<file path="src/rtl/tpg_pkg.sv">
package tpg_pkg;

  typedef enum logic [1:0] {
    MODE_EXH  = 2'b00,
    MODE_PRN  = 2'b01,
    MODE_WGT  = 2'b10,
    MODE_PRN2 = 2'b11
  } tpg_mode_e;

  // Feedback taps for a right-shifting register; bit 0 is always a tap.
  function automatic logic [31:0] tap_mask(input int w);
    case (w)
      2, 3, 4, 6, 7: tap_mask = 32'h0000_0003;
      5:             tap_mask = 32'h0000_0005;
      8:             tap_mask = 32'h0000_001D;
      16:            tap_mask = 32'h0000_100B;
      default:       tap_mask = 32'h0000_0003;
    endcase
  endfunction

  // Biased bit from three register bits under a two-bit weight code.
  function automatic logic weight_bit(input logic [1:0] code,
                                      input logic a, input logic b,
                                      input logic c);
    case (code)
      2'b00:   weight_bit = a;
      2'b01:   weight_bit = a & b;
      2'b10:   weight_bit = a | b;
      default: weight_bit = a & b & c;
    endcase
  endfunction

endpackage

</file>
<file path="src/rtl/tpg_lfsr.sv">
module tpg_lfsr
  import tpg_pkg::*;
#(
  parameter int W = 8
) (
  input  logic         clk,
  input  logic         rst_n,
  input  logic         load,
  input  logic [W-1:0] load_val,
  input  logic         step,
  input  logic         complete,
  output logic [W-1:0] state_o
);
  localparam logic [31:0]  TAPS32 = tap_mask(W);
  localparam logic [W-1:0] TAPS   = TAPS32[W-1:0];
  localparam logic [W-1:0] ONE    = {{(W-1){1'b0}}, 1'b1};

  logic [W-1:0] state_q;
  logic         zero_slot;   // complete mode: next shift-in bit is inverted
  logic         fb;
  logic [W-1:0] nxt;

  assign zero_slot = complete && (state_q[W-1:1] == '0);
  assign fb        = (^(state_q & TAPS)) ^ zero_slot;
  assign nxt       = {fb, state_q[W-1:1]};
  assign state_o   = state_q;

  always_ff @(posedge clk or negedge rst_n) begin
    if (!rst_n)     state_q <= ONE;
    else if (load)  state_q <= load_val;
    else if (step)  state_q <= nxt;
  end


  zero_insert_chk: assert property (@(posedge clk) disable iff (!rst_n)
    (step && !load && complete && state_q == ONE) |=> (state_q == '0));


  nonzero_keep_chk: assert property (@(posedge clk) disable iff (!rst_n)
    (step && !load && !complete && state_q != '0) |=> (state_q != '0));

endmodule

</file>
<file path="src/rtl/tpg_weight.sv">
module tpg_weight
  import tpg_pkg::*;
#(
  parameter int W  = 8,
  parameter int NG = 4
) (
  input  logic [W-1:0]    state,
  input  logic [2*NG-1:0] codes,
  output logic [W-1:0]    biased
);
  localparam int GS = W / NG;

  for (genvar g = 0; g < NG; g++) begin : g_grp
    for (genvar i = 0; i < GS; i++) begin : g_bit
      localparam int IDX = g * GS + i;
      assign biased[IDX] = weight_bit(codes[2*g +: 2], state[IDX],
                                      state[(IDX + 1) % W],
                                      state[(IDX + 2) % W]);
    end
  end

endmodule

</file>
<file path="src/rtl/tpg_ctrl.sv">
module tpg_ctrl #(
  parameter int CNT_W = 16
) (
  input  logic             clk,
  input  logic             rst_n,
  input  logic             start,
  input  logic             enable,
  input  logic [CNT_W-1:0] count,
  output logic             step_o,
  output logic             valid_o,
  output logic             done_o
);
  localparam logic [CNT_W-1:0] ONE = {{(CNT_W-1){1'b0}}, 1'b1};

  logic             busy_q, last_q, valid_q, done_q;
  logic [CNT_W-1:0] left_q;
  logic             emit;

  assign emit    = busy_q && enable && !start;
  assign step_o  = emit;
  assign valid_o = valid_q;
  assign done_o  = done_q;

  always_ff @(posedge clk or negedge rst_n) begin
    if (!rst_n) begin
      busy_q  <= 1'b0;
      left_q  <= '0;
      last_q  <= 1'b0;
      valid_q <= 1'b0;
      done_q  <= 1'b0;
    end else if (start) begin
      busy_q  <= (count != '0);
      left_q  <= count;
      last_q  <= 1'b0;
      valid_q <= 1'b0;
      done_q  <= (count == '0);
    end else if (emit) begin
      left_q  <= left_q - ONE;
      busy_q  <= (left_q != ONE);
      last_q  <= (left_q == ONE);
      valid_q <= 1'b1;
    end else begin
      valid_q <= 1'b0;
      last_q  <= 1'b0;
      done_q  <= done_q | last_q;
    end
  end


  left_nonzero_chk: assert property (@(posedge clk) disable iff (!rst_n)
    busy_q |-> (left_q != '0));


  done_valid_excl_chk: assert property (@(posedge clk) disable iff (!rst_n)
    done_q |-> !valid_q);


  empty_run_chk: assert property (@(posedge clk) disable iff (!rst_n)
    (start && count == '0) |=> (done_q && !valid_q));

endmodule

</file>
<file path="src/rtl/tpg_multimode.sv">
module tpg_multimode
  import tpg_pkg::*;
#(
  parameter int WIDTH   = 8,
  parameter int NGROUPS = 4,
  parameter int CNT_W   = 16
) (
  input  logic                 clk,
  input  logic                 rst_n,
  input  logic                 start,
  input  logic                 enable,
  input  logic [1:0]           mode,
  input  logic                 seed_load,
  input  logic [WIDTH-1:0]     seed,
  input  logic [2*NGROUPS-1:0] weights,
  input  logic [CNT_W-1:0]     pat_count,
  output logic [WIDTH-1:0]     pattern,
  output logic                 valid,
  output logic                 done
);
  localparam logic [WIDTH-1:0] ONE = {{(WIDTH-1){1'b0}}, 1'b1};

  tpg_mode_e              mode_q;
  logic [2*NGROUPS-1:0]   wts_q;
  logic [WIDTH-1:0]       seed_q;
  logic [WIDTH-1:0]       pat_q;
  logic [WIDTH-1:0]       state;
  logic [WIDTH-1:0]       biased;
  logic [WIDTH-1:0]       init_val;
  logic                   step;
  logic                   complete;

  // Stored seed, never all-zero.
  always_ff @(posedge clk or negedge rst_n) begin
    if (!rst_n)         seed_q <= ONE;
    else if (seed_load) seed_q <= (seed == '0) ? ONE : seed;
  end

  // Run configuration captured at start.
  always_ff @(posedge clk or negedge rst_n) begin
    if (!rst_n) begin
      mode_q <= MODE_EXH;
      wts_q  <= '0;
    end else if (start) begin
      mode_q <= tpg_mode_e'(mode);
      wts_q  <= weights;
    end
  end

  assign init_val = (tpg_mode_e'(mode) == MODE_EXH) ? '0 : seed_q;
  assign complete = (mode_q == MODE_EXH);

  tpg_ctrl #(.CNT_W(CNT_W)) i_ctrl (
    .clk     (clk),
    .rst_n   (rst_n),
    .start   (start),
    .enable  (enable),
    .count   (pat_count),
    .step_o  (step),
    .valid_o (valid),
    .done_o  (done)
  );

  tpg_lfsr #(.W(WIDTH)) i_lfsr (
    .clk      (clk),
    .rst_n    (rst_n),
    .load     (start),
    .load_val (init_val),
    .step     (step),
    .complete (complete),
    .state_o  (state)
  );

  tpg_weight #(.W(WIDTH), .NG(NGROUPS)) i_weight (
    .state  (state),
    .codes  (wts_q),
    .biased (biased)
  );

  always_ff @(posedge clk or negedge rst_n) begin
    if (!rst_n)    pat_q <= '0;
    else if (step) pat_q <= (mode_q == MODE_WGT) ? biased : state;
  end

  assign pattern = pat_q;


  pause_hold_chk: assert property (@(posedge clk) disable iff (!rst_n)
    !enable |=> (!valid && $stable(pattern)));


  seed_nonzero_chk: assert property (@(posedge clk) disable iff (!rst_n)
    seed_load |=> (seed_q != '0));

endmodule

</file>
<file path="config.mk">
export PLATFORM = sky130hd
export DESIGN_NAME = tpg_multimode
export DESIGN_NICKNAME = d
export VERILOG_FILES = /design/src/rtl/tpg_pkg.sv /design/src/rtl/tpg_lfsr.sv /design/src/rtl/tpg_weight.sv /design/src/rtl/tpg_ctrl.sv /design/src/rtl/tpg_multimode.sv
export SDC_FILE = /design/constraint.sdc
export NUM_CORES = 1
export LEC_CHECK = 0
export ABC_CLOCK_PERIOD_IN_PS = 3800
export BUFFER_PORTS_ARGS = -buffer_cell sky130_fd_sc_hd__buf_2
export CELL_PAD_IN_SITES_DETAIL_PLACEMENT = 1
export CELL_PAD_IN_SITES_GLOBAL_PLACEMENT = 1
export CORE_AREA = 10 10 99 119
export DETAILED_ROUTE_END_ITERATION = 12
export DIE_AREA = 0 0 109 129
export HOLD_SLACK_MARGIN = 0.05
export PLACE_DENSITY_LB_ADDON = 0.1
export SLEW_MARGIN = 20
export SYNTH_ARGS = -nofsm -noshare
export SYNTH_HDL_FRONTEND = slang
export SYNTH_SLANG_ARGS = --single-unit
export TNS_END_PERCENT = 30
</file>
<file path="constraint.sdc">
create_clock -name clk -period 3.8 [get_ports clk]
set_input_delay 0.57 -clock clk [delete_from_list [all_inputs] [get_ports clk]]
set_output_delay 0.57 -clock clk [all_outputs]
set_load 0.1 [all_outputs]
</file>
Word level (Yosys, flattened, before mapping)
Cells that the tools add are included.
{"block": "op_classes", "n_reduce_logical": 16, "div": 0, "muxes": 23, "addsub": 1, "n_eq_ne": 12, "bitwise_logic": 26, "mul": 0, "n_lt_le_gt_ge": 0, "shifts": 0}
{"operator": "2-to-1 mux 8 bit", "n": 5}
{"operator": "2-to-1 mux 16 bit", "n": 2}
{"operator": "one-hot mux 1 bit (3 select lines)", "n": 8}
{"operator": "AND 1 bit", "n": 16}
{"operator": "equality test 16 x 1 -> 1 bit, second input constant", "n": 1}
{"operator": "zero test 16 bit", "n": 1}
{"operator": "!= test 16 x 1 -> 1 bit, second input constant", "n": 1}
{"operator": "nonzero test 16 bit", "n": 1}
{"operator": "subtractor 16 x 1 -> 16 bit, second input constant", "n": 1}
{"operator": "zero test 2 bit", "n": 6}
{"operator": "equality test 2 bit, second input constant", "n": 5}
{"operator": "OR 1 bit", "n": 9}
{"operator": "equality test 2 x 1 -> 1 bit, second input constant", "n": 4}
{"operator": "zero test 8 bit", "n": 1}
{"operator": "2-to-1 mux 1 bit", "n": 8}
{"operator": "parity 8 bit", "n": 1}
{"operator": "zero test 7 bit", "n": 1}
{"operator": "logical AND 1 bit", "n": 3}
{"operator": "!= test 2 bit, second input constant", "n": 1}
{"operator": "nonzero test 2 bit", "n": 1}
{"operator": "zero test 1 bit", "n": 1}
{"operator": "XOR 1 bit", "n": 1}
{"block": "totals", "latch_bits": 0, "register_bits": 54, "romBits": 0, "mem_count": 0, "ram_bits": 0, "out_inout_bits": 10}

Depth between registers and ports, before layout
Gate-level depths: netlist of the first run.
{"block": "depth", "ltp_word": 5, "ltp_mapped": 7, "mapped_depth_nobuf": 6}

Modules after synthesis
From an unflattened synthesis of the first run, not the netlist that was laid out.
{"block": "hier_totals", "hier_cells": 292, "hier_area_um2": 2914.0}
{"mod": "tpg_multimode", "cells_per_inst": 97, "area_per_inst_um2": 1184.9, "n_inst": 1}
{"mod": "tpg_ctrl", "cells_per_inst": 121, "area_per_inst_um2": 1139.8, "n_inst": 1}
{"mod": "tpg_lfsr", "cells_per_inst": 42, "area_per_inst_um2": 419.2, "n_inst": 1}
{"mod": "tpg_weight", "cells_per_inst": 32, "area_per_inst_um2": 170.2, "n_inst": 1}

Least setup slack after synthesis of the first run
No wires, ideal clock.
{"block": "synth_timing", "path_type": "input -> register", "from": "input port enable", "to": "register i_ctrl.left_q[13]", "t_arrival_ps": 1542, "path_slack_ps": 2176, "path_buffers": 0, "cell_stages": 4, "path_cell_list": "and4bb_2 nand4_2 or4_1 a31oi_1"}
{"block": "synth_between", "elab_chain_len": 3}
{"element": "start, declared", "line_no": "tpg_multimode.sv:11", "source": "input logic enable,"}
{"element": "logical AND 1 bit (2 in series)", "line_no": "tpg_ctrl.sv:19", "source": "assign emit = busy_q && enable && !start;"}
{"element": "nonzero test 2 bit (no line)"}
{"element": "end signal, assigned", "line_no": "tpg_ctrl.sv:33", "source": "left_q <= count;"}
{"element": "end signal, assigned", "line_no": "tpg_ctrl.sv:38", "source": "left_q <= left_q - ONE;"}
{"element": "end, declared", "line_no": "tpg_ctrl.sv:16", "source": "logic [CNT_W-1:0] left_q;"}
No other way between the ends.
A chain may end at the register's enable or synchronous reset.

Final worst setup path of the first run
{"block": "layout_timing", "from": "register mode_q[0]", "to": "register pat_q[2], in the netlist pattern[2]"}
{"block": "layout_between", "elab_chain_len": 2}
{"element": "start, declared", "line_no": "tpg_multimode.sv:23", "source": "tpg_mode_e mode_q;"}
{"element": "start signal, assigned", "line_no": "tpg_multimode.sv:45", "source": "mode_q <= tpg_mode_e'(mode);"}
{"element": "equality test 2 bit", "line_no": "tpg_multimode.sv:82", "source": "else if (step) pat_q <= (mode_q == MODE_WGT) ? biased : state;"}
{"element": "2-to-1 mux 8 bit", "line_no": "tpg_multimode.sv:82"}
{"element": "end signal, assigned", "line_no": "tpg_multimode.sv:82"}
{"element": "end, declared", "line_no": "tpg_multimode.sv:26", "source": "logic [WIDTH-1:0] pat_q;"}
No other way between the ends.

==> results of run 1 <==
worst max path at each step:
stage / startpoint / endpoint / slack (ns)
after CTS: mode_q[1]$_DFFE_PN0P_ / pattern[2]$_DFFE_PN0P_ / 1.97
after detailed placement: start / i_ctrl.last_q$_DFF_PN0_ / 1.68
after global routing: mode_q[1]$_DFFE_PN0P_ / pattern[2]$_DFFE_PN0P_ / 1.64
after global placement: start / i_ctrl.last_q$_DFF_PN0_ / 1.75
final: mode_q[0]$_DFFE_PN0P_ / pattern[2]$_DFFE_PN0P_ / 1.96
after floorplan: enable / i_ctrl.left_q[13]$_DFFE_PN0P_ / 2.18
sequential cells by signal, indices dropped and copies added, names as in the netlist:
signal and flops:
i_ctrl.left_q 16, i_lfsr.state_o 8, pattern 8, seed_q 8, wts_q 8, mode_q 2, i_ctrl.busy_q 1, i_ctrl.done_o 1
i_ctrl.last_q 1, i_ctrl.valid_o 1
cells in the final DEF, fill, tap and decap left out, types with 2 or more instances in the layout:
cell type / n
nor2_1: 10
mux2_2: 18
buf_2: 48
inv_1: 10
a21boi_0: 3
nor2b_1: 6
o21ai_0: 34
nand2b_1: 4
ha_1: 4
a31oi_1: 11
nor3_1: 3
xor2_1: 8
mux2i_1: 7
a2bb2oi_1: 4
xnor2_1: 6
o31ai_1: 3
nand2_1: 30
nand3b_1: 2
or4_1: 3
dfrtp_1: 52
clkbuf_16: 5
nor4_1: 9
a21oi_1: 4
nand3_1: 4
dfstp_2: 2
nand4_1: 3
buf_4: 2
o22a_1: 3
where the power goes:
group	internal, W	switching, W	leakage [nW]
registers	0.000648	0.0000770	0.651
clock network	0.000265	0.000226	0.0735
logic	0.000135	0.000299	0.696
routing by layer:
metal	vias to the layer above	track usage [%]	routed length, um
met3	10	3.35	409
met5	-	0	0
met2	40	16.3	3100
li1	1061	-	-
met1	1056	14.4	3590
met4	0	3.96	108
stage by stage:
stage,cells,worst slack (ns),hold WS [ns]
global placement,431,1.75,0.460
detailed placement,431,1.68,0.467
floorplan,271,2.18,0.274
CTS,439,1.97,0.403
global route,439,1.64,0.430
finish,439,1.96,0.368
kinds of logic (layout without fill, tap and decap cells):
family          after synthesis  in the layout
compound gates               66             66
mux                          25             25
fa+ha+maj                     4              4
xor+xnor                     14             14
flops                        54             54
buf+inv                      23             68
simple gates                 85             85
layout make-up:
cell class | count | share of cell area (%)
Multi-Input combinational cell | 194 | 40.2
Clock inverter | 2 | 0.497
Clock buffer | 6 | 4.25
Sequential cell | 54 | 41.4
Inverter | 10 | 1.15
Timing Repair Buffer | 50 | 7.80
Tap cell | 123 | 4.71
critical path, cell delays in order (launching register included):
cell and delay, ns:
dfrtp_1 0.40, nor2b_1 0.70, o21ai_0 0.23, a22oi_1 0.27, o21ai_0 0.11
==> results.yml, run 1 <==
status:
  status: "completed"
yosys:
  yosys.area_share.adder_pct: 1.81
  synth_cell_type_count: 42
  synth_top_family_by_area: "simple AND/OR/NAND/NOR gates"
  yosys.area_share.xor_xnor_pct: 4.45
  synth_top_cell_area_share_pct: 47.2
  syn_area_um2: 2760
  synth_cells: 271
  ys_async_sr_fraction_pct: 100
  ys_seq_area_share_pct: 49.1
  ys_top_cells_by_count: "dfrtp_1 (52), o21ai_0 (34), nand2_1 (30), mux2_2 (18)"
  yosys.area.top_type: "dfrtp_1"
  yosys_register_bits: 54
  synth.area.mux_share_pct: 9.89
  synthTopCellsByArea: "dfrtp_1 (47%), mux2_2 (7.4%), o21ai_0 (6.2%)"
  synth_compound_area_share_pct: 14.5
  ys.flop_type: "dfrtp_1"
  synth_simple_gate_area_share_pct: 17.1
  yosysMostFrequentCell: "dfrtp_1"
  synth.avg_cell_area_um2: 10.2
  synth_edf_count: 0
  syn_nets: 314
  ys_warn_count: 0
global_route:
  grt_first_pass_wirelength_mm: 12.2
  grt_antenna_before_repair: 0
  grt_pass1_vias: 2367
  grt_overflow: 0
  grt_max_degree: 43
  track_usage_pct: 10.9
cells_and_area:
  drive_gt1_share_pct: 27.2
  multi_input_area_um2: 1320
  n_antenna_cell: 0
  fillers: 1088
  area_growth_pct: 18.6
  design_area_um2: 3270
  register_area_um2: 1350
  utilization_pct: 34.7
  nNetsFinal: 358
worst_setup_path:
  reg2reg_from: "mode_q[0]$_DFFE_PN0P_"
  start_kind: "register"
  arrival_ns: 2.00
  reg2regPathDepth: 4
  worstPathRequired_ns: 3.96
  path_max_fanout: 16
  critPathCaptureType: "register"
  r2r_end: "pattern[2]$_DFFE_PN0P_"
  criticalPathCategory: "reg -> reg"
  rrSetupSlack_ns: 1.96
place:
  hpwlAfterDp_mm: 5.29
  placed_area_um2: 3120
  place_congestion: 0.745
  port_buffers: 48
timing:
  finalSetupTns_ns: 0
  max_slew.worst_pin.slew_ns: 0.892
  rsz0062_at_grt: "no"
  max-slew-margin-rel_pct: 40.4
  maxSlewViolCount: 0
  setup_viol: 0
  post-route-min-period_ns: 1.84
  post-route-period-util_pct: 48.3
  hold_viol: 0
  max_freq_mhz: 545
  clock_skew_ns: 0.00712
clock_network:
  htreeDepth: 2
  cts_tree: "built"
  root_buffer: "clkbuf_16"
  postCtsSetupBuffers: 0
  clock_path_buffers: 2
  cts_sinks: 54
  clk_latency_ns: 0.30
  cts_buffers: 5
  clk_pin_slew_ns: 0.07
  cts_hold_buffers: 0
  cts_resized: 0
power_and_ir_drop:
  ir_drop_mv: 0.179
  p_per_area_nw_per_um2: 505
  p_total_w: 0.00165
  power_leakage_nw: 1.42
route:
  num_vias: 2167
  ant_nets: 0
  drt_iter0_markers: 65
  remaining_drc_errors: 0
  viasPerCell: 4.94
  wl_per_cell_um: 16.4
  wl_mm: 7.20
  detail_route.first_pass.iterations: 4
run:
  maxCapViolCount: 0
die:
  die_y_um: 129
  die_x_um: 109
  rows: 39
  pin_count: 49
  initial_utilization_pct: 29.3
  die_area_um2: 14100
  core_area_um2: 9420
worst_hold_path:
  hold_class: "in -> async"
Power figures use the tool's default switching activity.
==> run 2, diff against run 1 <==
--- a/config.mk
+++ b/config.mk
@@ -5,7 +5,7 @@
 export SDC_FILE = /design/constraint.sdc
 export NUM_CORES = 1
 export LEC_CHECK = 0
-export ABC_CLOCK_PERIOD_IN_PS = 3800
+export ABC_CLOCK_PERIOD_IN_PS = 1700
 export BUFFER_PORTS_ARGS = -buffer_cell sky130_fd_sc_hd__buf_2
 export CELL_PAD_IN_SITES_DETAIL_PLACEMENT = 1
 export CELL_PAD_IN_SITES_GLOBAL_PLACEMENT = 1
==> constraint.sdc (replaced) <==
create_clock -name clk -period 1.7 [get_ports clk]
set_input_delay 0.255 -clock clk [delete_from_list [all_inputs] [get_ports clk]]
set_output_delay 0.255 -clock clk [all_outputs]
set_load 0.1 [all_outputs]
==> run 2 against run 1 <==
- register-to-register slack worse by 1.9 ns
- clock power rose to 2.7 times the previous value
- first-iteration DRC count grew 42%
==> results.yml, run 2 (same netlist as run 1, synthesis figures left out) <==
timing:
  maxSlewViolCount: 0
  hold_viol: 0
  max_freq_mhz: 624
  holdWs_ns: 0.186
  setup_viol: 0
  post-route-period-util_pct: 94.2
  post-route-min-period_ns: 1.60
  max_slew.worst_pin.slew_ns: 0.551
  setup_ws_ns: 0.0979
  max-slew-margin-rel_pct: 63.2
  clock_skew_ns: 0.00354
global_route:
  met1_usage_pct: 14.4
  use_met2_pct: 17.8
  grt_max_degree: 55
  busiest_layer: "met2"
  grt_overflow: 0
  grt_antenna_before_repair: 0
  track_usage_pct: 11.2
  grt_pass1_vias: 2461
  use_met3_pct: 3.00
  grt_first_pass_wirelength_mm: 12.7
worst_hold_path:
  hp-start: "weights[1]"
  hold_path_end: "wts_q[1]$_DFFE_PN0P_"
  hold_class: "in -> reg"
  holdPathStages: 2
cells_and_area:
  fillers: 1077
  layout_common_cells: "dfrtp_1 (51), buf_2 (48), o21ai_0 (34)"
  nNetsFinal: 375
  largest_reg_flops: 16
  drive_gt1_share_pct: 31.5
  final_common_cell: "dfrtp_1"
  top_register: "i_ctrl.left_q"
  n_antenna_cell: 0
  fin_cells: 456
  area_growth_pct: 25.5
  multi_input_area_um2: 1320
  register_area_um2: 1360
  utilization_pct: 36.7
route:
  remaining_drc_errors: 0
  detail_route.first_pass.iterations: 4
  drt_iter0_markers: 92
  wl_mm: 7.36
  ant_nets: 0
  viasPerCell: 4.88
  num_vias: 2227
  wl_per_cell_um: 16.1
clock_network:
  clk_latency_ns: 0.29
  root_buffer: "clkbuf_16"
  clock_path_buffers: 2
  cts_tree: "built"
  clk_pin_slew_ns: 0.07
  cts_sinks: 54
  cts_buffers: 5
  htreeDepth: 2
worst_setup_path:
  r2r_end: "i_ctrl.left_q[15]$_DFFE_PN0P_"
  worstPathRequired_ns: 1.92
  arrival_ns: 1.82
  path_max_fanout: 5
  criticalPathCategory: "reg -> reg"
  reg2regPathDepth: 4
  critPathCaptureType: "register"
  reg2reg_from: "i_ctrl.left_q[12]$_DFFE_PN0P_"
  rrSetupSlack_ns: 0.1
  start_kind: "register"
place:
  dp_cells: 445
  pre_cts_ws_ns: 0.0348
  place_congestion: 0.781
  port_buffers: 48
  hpwlAfterDp_mm: 5.56
die:
  initial_utilization_pct: 29.3
  core_area_um2: 9420
  die_y_um: 129
  pin_count: 49
  rows: 39
  die_x_um: 109
  die_area_um2: 14100
power_and_ir_drop:
  p_total_w: 0.00397
  ir_drop_mv: 0.388
  power_leakage_nw: 1.52
  p_per_area_nw_per_um2: 1150
status:
  status: "completed"
run:
  maxCapViolCount: 0
## run 2: critical path, cell delays in order (launching register included)
cell	delay [ns]
dfrtp_1	0.42
or3_4	0.39
or2_4	0.25
or3_1	0.34
a31oi_1	0.13
## run 2: cell type report
type | count | area share (%)
Tap cell | 123 | 4.45
Multi-Input combinational cell | 194 | 38.2
Sequential cell | 54 | 39.2
Clock buffer | 5 | 3.62
Timing Repair Buffer | 67 | 11.5
Clock inverter | 3 | 1.99
Inverter | 10 | 1.08
## run 2: what timing repair did
| action | CTS | global route |
|---|---|---|
| hold buffers | 1 | 0 |
| buffers inserted | 0 | 2 |
| setup endpoints to repair | 0 | 5 |
| resized for setup | 0 | 4 |
| hold endpoints to repair | 52 | 0 |
## run 2: how the worst max path moves through the flow
stage               slack, ns                       endpoint                     startpoint  depth (start not counted)
global placement         0.10  i_ctrl.left_q[14]$_DFFE_PN0P_   i_ctrl.left_q[8]$_DFFE_PN0P_                          4
global route            -0.02  i_ctrl.left_q[14]$_DFFE_PN0P_   i_ctrl.left_q[7]$_DFFE_PN0P_                          4
floorplan                0.12  i_ctrl.left_q[12]$_DFFE_PN0P_   i_ctrl.left_q[0]$_DFFE_PN0P_                          7
CTS                      0.03  i_ctrl.left_q[12]$_DFFE_PN0P_   i_ctrl.left_q[0]$_DFFE_PN0P_                          6
finish                    0.1  i_ctrl.left_q[15]$_DFFE_PN0P_  i_ctrl.left_q[12]$_DFFE_PN0P_                          4
detailed placement       0.03  i_ctrl.left_q[14]$_DFFE_PN0P_   i_ctrl.left_q[8]$_DFFE_PN0P_                          4
## run 2: power by group
part | switching [W] | internal, W
Sequential | 0.000162 | 0.00145
Clock | 0.000482 | 0.000847
Combinational | 0.000687 | 0.000341
Total | 0.00133 | 0.00264
## run 2: per-layer routing
layer | routed length (um) | part of all wire, % | vias to the layer above
met4 | 90 | 1.2 | 0
met2 | 3470 | 47 | 44
met1 | 3420 | 46 | 1083
li1 | - | - | 1093
met5 | 0 | 0 | -
met3 | 384 | 5.2 | 7
## run 2: stage by stage
stage | cell area, um2 | TNS [ns]
floorplan | 2760 | 0
global placement | 3230 | 0
detailed placement | 3230 | 0
CTS | 3440 | 0
global route | 3460 | -0.0488
finish | 3460 | 0
==> run 3, diff against run 2 <==
--- a/config.mk
+++ b/config.mk
@@ -5,7 +5,7 @@
 export SDC_FILE = /design/constraint.sdc
 export NUM_CORES = 1
 export LEC_CHECK = 0
-export ABC_CLOCK_PERIOD_IN_PS = 1700
+export ABC_CLOCK_PERIOD_IN_PS = 1850
 export BUFFER_PORTS_ARGS = -buffer_cell sky130_fd_sc_hd__buf_2
 export CELL_PAD_IN_SITES_DETAIL_PLACEMENT = 1
 export CELL_PAD_IN_SITES_GLOBAL_PLACEMENT = 1
@@ -13,7 +13,7 @@
 export DETAILED_ROUTE_END_ITERATION = 12
 export DIE_AREA = 0 0 109 129
 export HOLD_SLACK_MARGIN = 0.05
-export PLACE_DENSITY_LB_ADDON = 0.1
+export PLACE_DENSITY = 0.66
 export SLEW_MARGIN = 20
 export SYNTH_ARGS = -nofsm -noshare
 export SYNTH_HDL_FRONTEND = slang
==> constraint.sdc (replaced) <==
create_clock -name clk -period 1.85 [get_ports clk]
set_input_delay 0.2775 -clock clk [delete_from_list [all_inputs] [get_ports clk]]
set_output_delay 0.2775 -clock clk [all_outputs]
set_load 0.1 [all_outputs]
==> run 3 against run 2 <==
- global-route usage is 0.87 points lower
- utilization is 0.84 points lower
- hold slack better by 0.020 ns
- clock skew hardly changed
- final cell count is 2.2% lower
- total power is 8.1% lower
- critical path depth stayed put
- flip-flop and latch count stayed put
- fmax is 4.7% lower
- routed wire length is 3.4% lower
- combinational power is 11% lower
- highest routed layer unchanged
==> results.yml, run 3 (same netlist as run 1, synthesis figures left out) <==
status:
  status: "completed"
worst_hold_path:
  hold_class: "in -> reg"
cells_and_area:
  design_area_um2: 3380
  layout_common_cells: "dfrtp_1 (52), buf_2 (48), o21ai_0 (34)"
  top_register: "i_ctrl.left_q"
  final_common_cell: "dfrtp_1"
  largest_reg_flops: 16
  nNetsFinal: 365
  area_growth_pct: 22.6
  fillers: 1087
  drive_gt1_share_pct: 28.5
  n_antenna_cell: 0
place:
  placed_area_um2: 3170
  pre_cts_ws_ns: 0.161
  place_congestion: 0.754
  port_buffers: 48
  hpwlAfterDp_mm: 5.49
worst_setup_path:
  path_max_fanout: 6
  criticalPathCategory: "reg -> reg"
  rrSetupSlack_ns: 0.17
  start_kind: "register"
  crit_path_max_incr_delay_ns: 0.50
  crit_chain: "nor3_2 -> nand2_2 -> or4_1 -> a31oi_1"
  cpMaxStageDelayCell: "or4_1"
  arrival_ns: 1.90
  worstPathRequired_ns: 2.07
  critPathCaptureType: "register"
route:
  remaining_drc_errors: 0
  ant_nets: 0
  drt_iter0_markers: 108
  wl_per_cell_um: 15.9
  num_vias: 2211
  viasPerCell: 4.96
  detail_route.first_pass.iterations: 4
  wl_mm: 7.11
global_route:
  grt_overflow: 0
  grt_pass1_vias: 2360
  grt_first_pass_wirelength_mm: 11.7
  grt_max_degree: 43
  track_usage_pct: 10.3
  grt_antenna_before_repair: 0
run:
  maxCapViolCount: 0
timing:
  finalSetupTns_ns: 0
  maxSlewViolCount: 0
  rsz0062_at_grt: "no"
  hold_viol: 0
  holdWs_ns: 0.205
  post-route-period-util_pct: 90.8
  max-slew-margin-rel_pct: 63.1
  setup_viol: 0
  max_freq_mhz: 595
  setup_ws_ns: 0.170
  max_slew.worst_pin.slew_ns: 0.552
  post-route-min-period_ns: 1.68
  clock_skew_ns: 0.00380
power_and_ir_drop:
  ir_drop_mv: 0.345
  p_per_area_nw_per_um2: 1080
  power_leakage_nw: 1.48
  p_total_w: 0.00365
clock_network:
  root_buffer: "clkbuf_16"
  htreeDepth: 2
  cts_tree: "built"
  cts_sinks: 54
  clk_latency_ns: 0.30
  clock_path_buffers: 2
  clk_pin_slew_ns: 0.07
  postCtsSetupBuffers: 0
  cts_buffers: 5
die:
  rows: 39
  die_y_um: 129
  core_area_um2: 9420
  die_area_um2: 14100
  initial_utilization_pct: 29.3
  pin_count: 49
  die_x_um: 109
-- run 3: cell count changes in the layout (fill, tap and decap cells not counted), sizes merged --
cell,before,now
buf,66,56
clkinv,1,0
clkbuf,5,6
-- run 3: per-layer routing --
metal | wire length [um] | part of all wire [%] | track usage (%)
met2 | 3490 | 49 | 17.3
met5 | 0 | 0 | 0
met3 | 387 | 5.4 | 3.10
met4 | 162 | 2.3 | 4.82
met1 | 3070 | 43 | 11.8
-- run 3: worst max-delay path, delay by kind of cell, from the launching register on --
kind | cells | cell delay [ns]
AOI/OAI and AO/OA | 1 | 0.18
DFF | 1 | 0.43
and+or+nand+nor | 3 | 1.00
-- run 3: final timing paths --
kind | endpoint | from | cells after the start
worst max-delay path | i_ctrl.left_q[14]$_DFFE_PN0P_ | i_ctrl.left_q[5]$_DFFE_PN0P_ | 4
worst min-delay path | wts_q[0]$_DFFE_PN0P_ | weights[0] | 2
worst max register to register | i_ctrl.left_q[14]$_DFFE_PN0P_ | i_ctrl.left_q[5]$_DFFE_PN0P_ | 4
worst min register to register | pattern[3]$_DFFE_PN0P_ | pattern[3]$_DFFE_PN0P_ | 2
max in group asynchronous | i_lfsr.state_o[0]$_DFFE_PN1P_ | rst_n | 3
min in group asynchronous | i_ctrl.busy_q$_DFFE_PN0P_ | rst_n | 2
-- run 3: layout make-up --
cell class / count / area (um2) / area share, %
multi-input combinational: 194 / 1320 / 38.9
clock inverter: 2 / 60.1 / 1.78
tap: 123 / 154 / 4.55
inverter: 10 / 37.5 / 1.11
clock buffer: 6 / 139 / 4.11
sequential: 54 / 1350 / 40.0
timing repair buffer: 57 / 323 / 9.54
-- run 3: power breakdown --
group / total (W) / switching, W / internal (W) / leakage, nW
registers: 0.00149 / 0.000158 / 0.00133 / 0.651
clock network: 0.00124 / 0.000429 / 0.000813 / 0.0971
logic: 0.000914 / 0.000620 / 0.000294 / 0.734
-- run 3: metrics by stage --
| stage | utilization [%] | instances |
|---|---|---|
| final | 35.9 | 446 |
| after global routing | 35.9 | 446 |
| after floorplan | - | 271 |
| after global placement | 33.7 | 437 |
| after detailed placement | 33.7 | 437 |
| after CTS | 35.9 | 446 |
-- run 3: repair_timing --
item	in CTS	in global routing
endpoints found under the hold margin	12	0
resized for setup	0	0
hold buffers	1	0
